`src/rtl/rhb_pkg.sv`:
```
package rhb_pkg;

   // How a mispredict treats the branch's own decode cycle.
   typedef enum logic {
      RHB_KEEP_SELF = 1'b0,
      RHB_DROP_SELF = 1'b1
   } rhb_mode_e;

endpackage

```
`src/rtl/rhb_store.sv`:
```
module rhb_store #(
   parameter int NREG  = 8,
   parameter int DEPTH = 8,
   localparam int IW   = $clog2(DEPTH)
) (
   input  logic            clk,
   input  logic            we,
   input  logic [IW-1:0]   waddr,
   input  logic [NREG-1:0] wbak,
   input  logic [NREG-1:0] wok,
   input  logic [IW-1:0]   rst_idx,
   input  logic            rst_drop,
   output logic [NREG-1:0] rst_vec,
   input  logic [IW-1:0]   cmt_idx,
   output logic [NREG-1:0] cmt_vec
);
   logic [NREG-1:0] bak_q [DEPTH];
   logic [NREG-1:0] ok_q  [DEPTH];
   logic [NREG-1:0] pick_r [DEPTH];
   logic [NREG-1:0] pick_c [DEPTH];

   always_ff @(posedge clk) begin
      if (we) begin
         bak_q[waddr] <= wbak;
         ok_q[waddr]  <= wok;
      end
   end

   // One-hot select per entry; the read is an OR over selected entries.
   for (genvar e = 0; e < DEPTH; e++) begin : g_ent
      logic sel_r, sel_c;
      assign sel_r     = (rst_idx == IW'(e));
      assign sel_c     = (cmt_idx == IW'(e));
      assign pick_r[e] = {NREG{sel_r}} & (rst_drop ? bak_q[e] : ok_q[e]);
      assign pick_c[e] = {NREG{sel_c}} & ok_q[e];
   end

   always_comb begin
      rst_vec = '0;
      cmt_vec = '0;
      for (int e = 0; e < DEPTH; e++) begin
         rst_vec = rst_vec | pick_r[e];
         cmt_vec = cmt_vec | pick_c[e];
      end
   end
endmodule

```
`src/rtl/rhb_ptr.sv`:
```
module rhb_ptr #(
   parameter int DEPTH = 8,
   localparam int IW   = $clog2(DEPTH),
   localparam int PW   = IW + 1
) (
   input  logic          clk,
   input  logic          rst_n,
   input  logic          push,
   input  logic          mis,
   input  logic [IW-1:0] mis_idx,
   input  logic          mis_drop,
   input  logic [PW-1:0] ret_cnt,
   output logic [IW-1:0] tail_idx,
   output logic [IW-1:0] cmt_idx,
   output logic [PW-1:0] level,
   output logic [PW-1:0] ret_eff,
   output logic          full,
   output logic          mis_ok,
   output logic          mis_err,
   output logic          push_acc
);
   logic [PW-1:0] head_q, tail_q;
   logic [IW-1:0] off;
   logic [PW-1:0] off_x, keep_cnt, ret_cap;
   logic          in_range;

   assign level    = tail_q - head_q;
   assign full     = (level == PW'(DEPTH));
   assign tail_idx = tail_q[IW-1:0];

   assign off      = mis_idx - head_q[IW-1:0];
   assign off_x    = {1'b0, off};
   assign in_range = (off_x < level);
   assign mis_ok   = mis & in_range;
   assign mis_err  = mis & ~in_range;

   // Entries that survive a backup: up to k, with or without k itself.
   assign keep_cnt = off_x + (mis_drop ? PW'(0) : PW'(1));
   assign ret_cap  = (ret_cnt < level) ? ret_cnt : level;
   assign ret_eff  = (mis_ok && keep_cnt < ret_cap) ? keep_cnt : ret_cap;
   assign push_acc = push & ~full & ~mis_ok;
   assign cmt_idx  = head_q[IW-1:0] + ret_eff[IW-1:0] - IW'(1);

   always_ff @(posedge clk or negedge rst_n) begin
      if (!rst_n) begin
         head_q <= '0;
         tail_q <= '0;
      end else begin
         head_q <= head_q + ret_eff;
         if (mis_ok)        tail_q <= head_q + keep_cnt;
         else if (push_acc) tail_q <= tail_q + PW'(1);
      end
   end


   no_overflow_chk: assert property (@(posedge clk) disable iff (!rst_n)
      level <= PW'(DEPTH));

   retire_cap_chk: assert property (@(posedge clk) disable iff (!rst_n)
      ret_eff <= level);

   retire_window_chk: assert property (@(posedge clk) disable iff (!rst_n)
      mis_ok |-> ret_eff <= off_x + PW'(1));

   backup_cut_chk: assert property (@(posedge clk) disable iff (!rst_n)
      mis_ok |=> level <= $past(off_x) + PW'(1));

   bad_tag_hold_chk: assert property (@(posedge clk) disable iff (!rst_n)
      (mis_err && !push && ret_cnt == '0) |=> ($stable(head_q) && $stable(tail_q)));

   push_step_chk: assert property (@(posedge clk) disable iff (!rst_n)
      (push_acc && ret_eff == '0) |=> level == $past(level) + PW'(1));
endmodule

```
`src/rtl/rename_hist_buf.sv`:
```
module rename_hist_buf #(
   parameter int              NREG      = 8,
   parameter int              DEPTH     = 8,
   parameter logic [NREG-1:0] RESET_VEC = '1,
   localparam int             IW        = $clog2(DEPTH),
   localparam int             PW        = IW + 1
) (
   input  logic            clk,
   input  logic            rst_n,
   input  logic            push_i,
   input  logic [NREG-1:0] push_bak_i,
   input  logic [NREG-1:0] push_ok_i,
   output logic [IW-1:0]   push_idx_o,
   output logic            stall_o,
   input  logic            mis_i,
   input  logic [IW-1:0]   mis_idx_i,
   input  logic            mis_drop_i,
   input  logic [PW-1:0]   ret_cnt_i,
   output logic [NREG-1:0] restore_o,
   output logic            restore_vld_o,
   output logic            mis_err_o,
   output logic [NREG-1:0] commit_o,
   output logic [PW-1:0]   level_o
);
   import rhb_pkg::*;

   if (DEPTH < 2 || (1 << IW) != DEPTH) begin : g_bad_depth
      $error("rename_hist_buf: DEPTH must be a power of two >= 2");
   end
   if (NREG < 1) begin : g_bad_nreg
      $error("rename_hist_buf: NREG must be at least 1");
   end

   rhb_mode_e       mode;
   logic [IW-1:0]   tail_idx, cmt_idx;
   logic [PW-1:0]   ret_eff;
   logic            full, mis_ok, mis_err, push_acc;
   logic [NREG-1:0] rst_vec, cmt_vec, commit_q;

   assign mode = rhb_mode_e'(mis_drop_i);

   rhb_ptr #(.DEPTH(DEPTH)) u_ptr (
      .clk      (clk),
      .rst_n    (rst_n),
      .push     (push_i),
      .mis      (mis_i),
      .mis_idx  (mis_idx_i),
      .mis_drop (mode == RHB_DROP_SELF),
      .ret_cnt  (ret_cnt_i),
      .tail_idx (tail_idx),
      .cmt_idx  (cmt_idx),
      .level    (level_o),
      .ret_eff  (ret_eff),
      .full     (full),
      .mis_ok   (mis_ok),
      .mis_err  (mis_err),
      .push_acc (push_acc)
   );

   rhb_store #(.NREG(NREG), .DEPTH(DEPTH)) u_store (
      .clk      (clk),
      .we       (push_acc),
      .waddr    (tail_idx),
      .wbak     (push_bak_i),
      .wok      (push_ok_i),
      .rst_idx  (mis_idx_i),
      .rst_drop (mode == RHB_DROP_SELF),
      .rst_vec  (rst_vec),
      .cmt_idx  (cmt_idx),
      .cmt_vec  (cmt_vec)
   );

   always_ff @(posedge clk or negedge rst_n) begin
      if (!rst_n)              commit_q <= RESET_VEC;
      else if (ret_eff != '0)  commit_q <= cmt_vec;
   end

   assign push_idx_o    = tail_idx;
   assign stall_o       = full;
   assign restore_o     = rst_vec;
   assign restore_vld_o = mis_ok;
   assign mis_err_o     = mis_err;
   assign commit_o      = commit_q;


   commit_hold_chk: assert property (@(posedge clk) disable iff (!rst_n)
      (ret_eff == '0) |=> $stable(commit_o));

   push_vs_backup_chk: assert property (@(posedge clk) disable iff (!rst_n)
      (mis_i && restore_vld_o) |-> !push_acc);

   err_excl_chk: assert property (@(posedge clk) disable iff (!rst_n)
      !(restore_vld_o && mis_err_o));
endmodule

```
`config.mk`:
```
export PLATFORM = sky130hd
export DESIGN_NAME = rename_hist_buf
export DESIGN_NICKNAME = d
export VERILOG_FILES = /design/src/rtl/rhb_pkg.sv /design/src/rtl/rhb_store.sv /design/src/rtl/rhb_ptr.sv /design/src/rtl/rename_hist_buf.sv
export SDC_FILE = /design/constraint.sdc
export NUM_CORES = 1
export LEC_CHECK = 0
export BUFFER_PORTS_ARGS = -buffer_cell sky130_fd_sc_hd__buf_4
export CORE_ASPECT_RATIO = 1.75
export CORE_MARGIN = 2
export CORE_UTILIZATION = 54
export CTS_CLUSTER_SIZE = 16
export DETAILED_ROUTE_END_ITERATION = 10
export PLACE_DENSITY = 0.84
export SYNTH_ARGS = -nofsm -noshare
export SYNTH_HDL_FRONTEND = slang
export SYNTH_SLANG_ARGS = --single-unit
```
`constraint.sdc`:
```
create_clock -name clk -period 5.8 [get_ports clk]
set_input_delay 0.29 -clock clk [delete_from_list [all_inputs] [get_ports clk]]
set_output_delay 0.29 -clock clk [all_outputs]
set_load 0.03 [all_outputs]
```
==> results of run 1 <==
## cells in the final DEF (no fill, tap or decap), types with 5 or more instances in the layout
master and instances:
xnor2_1 9, nand2_1 25, clkbuf_16 17, a21oi_1 13, nand3_1 5, nor2_1 16, inv_1 21, or4_1 8
edfxtp_1 128, clkinvlp_4 5, o22ai_1 35, ha_1 16, mux2_4 10, mux2i_1 71, nand3b_1 5, mux4_2 8
buf_4 80, dfrtp_1 7, mux2_2 7, dfstp_2 8
## kinds of logic (layout without fill, tap and decap cells)
logic type | count (synthesis) | after routing
AOI/OAI and AO/OA | 77 | 77
xor gates and xnor gates | 18 | 18
adders and majority gates | 26 | 26
buffers and inverters | 50 | 144
DFF | 144 | 144
muxes | 96 | 96
and+or+nand+nor | 78 | 78
## how the worst max path moves through the flow
| stage | from | endpoint | slack [ns] |
|---|---|---|---|
| final | u_ptr.tail_q[0] | commit_o[5] | 0.05 |
| after detailed placement | u_ptr.tail_q[0] | commit_o[2] | -0.26 |
| after CTS | u_ptr.tail_q[0] | commit_o[2] | 0.001 |
| after floorplan | u_ptr.tail_q[0] | commit_o[4] | 0.04 |
| after global placement | u_ptr.tail_q[0] | commit_o[0] | 0.17 |
| after global routing | u_ptr.head_q[2] | commit_o[5] | -0.11 |
## repair_timing
action,CTS,global route
setup buffers,7,4
endpoints found under the hold margin,16,0
gates cloned,3,0
setup endpoints to repair,8,8
hold buffers,1,0
gates resized for setup,9,26
pin swaps,7,17
## flip-flops by register name (all words and copies together) (netlist names)
signal         count
u_store.bak_q     64
u_ptr.head_q       4
u_store.ok_q      64
u_ptr.tail_q       4
commit_o           8
## worst max-delay path: cells and delay by family, from the launching register on
family,cells,cell delay (ns)
multiplexers,2,0.48
buffers and inverters,9,1.09
flip-flops,1,0.40
AO/OA/AOI/OAI,10,1.46
adder cells (fa/ha/maj),6,1.65
AND/OR/NAND/NOR,3,0.33
XOR/XNOR,2,0.25
## metrics by stage
step,cell area (sq um),instances,TNS (ns)
2_1_floorplan,7015,489,0
3_3_place_gp,7676,707,0
3_5_place_dp,7676,707,-1.695
4_1_cts,8418,750,0
5_1_grt,8552,754,-0.2771
6_report,8552,754,0
## final cells by class
type                    instances  area [sq um]
well taps                     171         214.0
clock inverters                15         133.9
clock buffers                  17         425.4
inverters                      25         93.84
multi-input cells             295          2679
fillers                       864          4248
repair buffers                 87         750.7
flip-flops and latches        144          4255
## routing by layer
layer	share of wire, %	GRT usage (%)
met4	6.5	16.34
met5	0	0
met2	53	46.51
met1	33	27.68
met3	6.7	6.235
==> run summary, run 1 <==
R2R Setup Slk: 0.05 ns
DIE AREA: 13930 sq um
Final period util: 99.22%
post-synth net total: 542
Mean Syn Cell Area: 14.32 sq um
critical path peak fanout: 16
Sink Count: 144
share of the synthesized area in the top cell type: 54.89%
clock-pin slew on the worst setup and hold paths: 0.07 ns
Detailed Route WL: 18.36 mm
cell area after synthesis: 7003 sq um
Slew HR: 27.43%
gr usage total: 26.14%
synth top area cells: edfxtp_1 55%, mux2i_1 10%, ha_1 3.8%
most common library cells after synthesis: 128 x edfxtp_1, 71 x mux2i_1, 36 x o22ai_1, 25 x nand2_1, 24 x inv_1
Max Slew Vio Count: 0
row count: 55
Post-Synth Adder-Cell Area: 5.038%
Clock Tree Buf Depth: 2
hold_ws: 0.1005 ns
Worst Slack Setup Final: 0.04542 ns
CP max-delay cell: fa_2
Seq/Total Area, Yosys: 60.75%
ANT nets after route: 0
clock latency on the worst-skew pair: 0.42 ns
Routed WL per cell: 24.35 um
post-synthesis mux area share: 15.94%
XOR/XNOR share of the synthesized area: 2.734%
GPL Wtd Cong: 0.8380
Core Area: 12800 sq um
DRT Pass-1 Iters: 6
most frequent cell after synthesis: edfxtp_1
setup violators final: 0
area grow syn2layout: 22.12%
DRC viols: 0
Yosys reg bits: 144
first-pass GRT wire length: 27.05 mm
worst min path class: primary input to flip-flop
WHS Path Cells: 1
R2R Path End: commit_o[5]
Vias/cell: 6.316
Starting Density: 54.71%
die width: 90.09 um
Tmin final: 5.755 ns
I/O Buffers: 53
Tightest Pin Transition: 1.089 ns
Detail Placement HPWL: 11.30 mm
Post-synth ARST share: 11.11%
vias in the first global route: 4948
final hold violation count: 0
CTS Buf Count: 17
dominant register cell in the synthesized netlist: edfxtp_1
HP Start: push_ok_i[3]
top-level port count: 54
CP max stage delay: 0.58 ns
CTS H-tree depth: 4
initial antenna violation count: 0
post-route core utilization: 66.81%
f_max: 173.8 MHz
Critical Path AT: 6.10 ns
R2R Path Start: u_ptr.tail_q[0]
share of layout cells above drive strength 1: 31.22%
DR vias: 4762
drt first-iter violations: 524
Synth Warn #: 0
nets@finish: 623
Final Skew: 0.01105 ns
GRT Residual Overflow: 0
Cells after Synth: 489
largest family of logic cells by synthesized area: multiplexers
CP required: 6.15 ns
Post-synth EDFFs: 128
root buffer cell: clkbuf_16
Setup WS pre-CTS: -0.2639 ns
biggest area consumer among synthesized cells: edfxtp_1
CP endpoint kind: flip-flop
pin count of the biggest net entering global routing: 66
outcome: finished clean
critical path type: flip-flop to flip-flop
CTS tree: yes
Compound-Gate Fraction of Synth Area: 7.004%
Cell variety after synth: 50
Simple-Gate Fraction of Synth Area: 5.574%
max capacitance violation total: 0
n_diodes: 0
Reg2Reg Depth: 32
Worst Setup Start Kind: flip-flop
Die Y: 154.6 um
Hold Path End: u_store.ok_q[5][3]
Power of run 1 is left out: the tool's default activity adds up to more than one toggle a clock period on the data nets, which glitch-free logic cannot reach.
==> run 2: changes to the inputs <==
--- a/config.mk
+++ b/config.mk
@@ -6,9 +6,11 @@
 export NUM_CORES = 1
 export LEC_CHECK = 0
 export BUFFER_PORTS_ARGS = -buffer_cell sky130_fd_sc_hd__buf_4
+export CELL_PAD_IN_SITES_DETAIL_PLACEMENT = 2
+export CELL_PAD_IN_SITES_GLOBAL_PLACEMENT = 2
 export CORE_ASPECT_RATIO = 1.75
 export CORE_MARGIN = 2
-export CORE_UTILIZATION = 54
+export CORE_UTILIZATION = 39
 export CTS_CLUSTER_SIZE = 16
 export DETAILED_ROUTE_END_ITERATION = 10
 export PLACE_DENSITY = 0.84
==> run summary, run 2 (same netlist as run 1, synthesis figures left out) <==
Detailed Route WL: 23.56 mm
multi-input logic area: 2660 sq um
Routed WL per cell: 28.70 um
n_diodes: 0
first-pass GRT wire length: 34.31 mm
die width: 105.3 um
Detail Placement HPWL: 15.29 mm
crit path from: u_ptr.tail_q[0]
Critical Path AT: 6.07 ns
outcome: finished clean
pin count of the biggest net entering global routing: 66
Final period util: 98.42%
GPL Wtd Cong: 0.8057
R2R Setup Slk: 0.09 ns
max capacitance violation total: 0
Sink Count: 144
Slew HR: 21.71%
Tightest Pin Transition: 1.174 ns
most frequent cells in the layout: 128 x edfxtp_1, 88 x buf_4, 70 x mux2i_1, 36 x o22ai_1, 25 x nand2_1
DR vias: 4767
CP required: 6.16 ns
Clock Tree Buf Depth: 2
ANT nets after route: 0
f_max: 175.2 MHz
Crit path top cell by count: inv_1
Final Skew: 0.008046 ns
leading cell type in the layout, fill and taps excluded: edfxtp_1
vias in the first global route: 5492
top-level port count: 54
Critical Path Sink: commit_o[7]
CP max-delay cell: fa_2
Filler Cells Inserted: 1652
CP max stage delay: 0.55 ns
Core Area: 17540 sq um
nets@finish: 630
CTS Buf Count: 17
gr usage total: 25.02%
GRT Residual Overflow: 0
CTS H-tree depth: 4
area grow syn2layout: 23.28%
Starting Density: 39.93%
I/O Buffers: 53
final hold violation count: 0
R2R Path Start: u_ptr.tail_q[0]
CP endpoint kind: flip-flop
DRC viols: 0
clock latency on the worst-skew pair: 0.43 ns
Die Y: 181.3 um
share of layout cells above drive strength 1: 31.19%
R2R Path End: commit_o[7]
post-route core utilization: 49.23%
critical path peak fanout: 6
CTS tree: yes
critical path type: flip-flop to flip-flop
Tmin final: 5.709 ns
worst min path class: primary input to flip-flop
DIE AREA: 19090 sq um
Reg area: 4254 sq um
clock-pin slew on the worst setup and hold paths: 0.06 ns
Max Slew Vio Count: 0
drt first-iter violations: 333
setup violators final: 0
row count: 64
Vias/cell: 5.806
Reg2Reg Depth: 28
initial antenna violation count: 0
Worst Setup Start Kind: flip-flop
DRT Pass-1 Iters: 4
root buffer cell: clkbuf_16
[run 2: layer usage]
layer / track usage (%) / wire length, um / up-vias
met1: 25.90 / 8134 / 2486
met2: 46.53 / 13390 / 177
met3: 4.726 / 1067 / 58
li1: - / - / 2046
met4: 13.60 / 968 / 0
met5: 0 / 0 / -
[run 2: per-stage QoR]
stage | TNS, ns | cells | worst slack, ns | hold WS (ns) | area (sq um)
finish | 0 | 821 | 0.09137 | 0.08996 | 8633
global route | -0.7481 | 821 | -0.1297 | 0.08749 | 8633
CTS | 0 | 817 | 0.006855 | 0.08064 | 8513
detailed placement | -4.218 | 781 | -0.5890 | 0.1791 | 7869
global placement | -0.3886 | 781 | -0.08653 | 0.1842 | 7869
floorplan | 0 | 489 | 0.04048 | -0.005591 | 7015
[run 2: how the worst min path moves through the flow]
stage                                      to  slack [ns]  depth (start not counted)          start
after floorplan               u_ptr.head_q[0]      -0.006                          0          rst_n
after global placement        u_ptr.head_q[3]        0.18                          1          rst_n
after detailed placement      u_ptr.head_q[3]        0.18                          1          rst_n
after CTS                  u_store.ok_q[1][3]        0.08                          1   push_ok_i[3]
after global routing      u_store.bak_q[0][1]        0.09                          1  push_bak_i[1]
final                      u_store.ok_q[0][1]        0.09                          1   push_ok_i[1]
[run 2: critical path, delay by kind of cell, from the launching register on]
family / cells / cell delay, ns
compound gates: 7 / 1.09
mux: 4 / 1.25
fa+ha+maj: 6 / 1.60
xor+xnor: 2 / 0.45
flops: 1 / 0.39
buf+inv: 6 / 0.56
simple gates: 3 / 0.27
[run 2: layout make-up]
class	instances	share of cell area [%]
flip-flops and latches	144	49.28
clock inverters	15	1.565
clock buffers	17	4.928
inverters	25	1.087
multi-input cells	295	30.81
repair buffers	94	8.986
well taps	231	3.348
[run 2: repair_timing]
action	in CTS	in global routing
setup endpoints to repair	8	8
gates cloned	0	1
setup buffers	3	3
pin swaps	3	10
hold endpoints to repair	16	0
gates resized for setup	6	18
hold buffers	1	0
Power of run 2 is left out for the same reason.
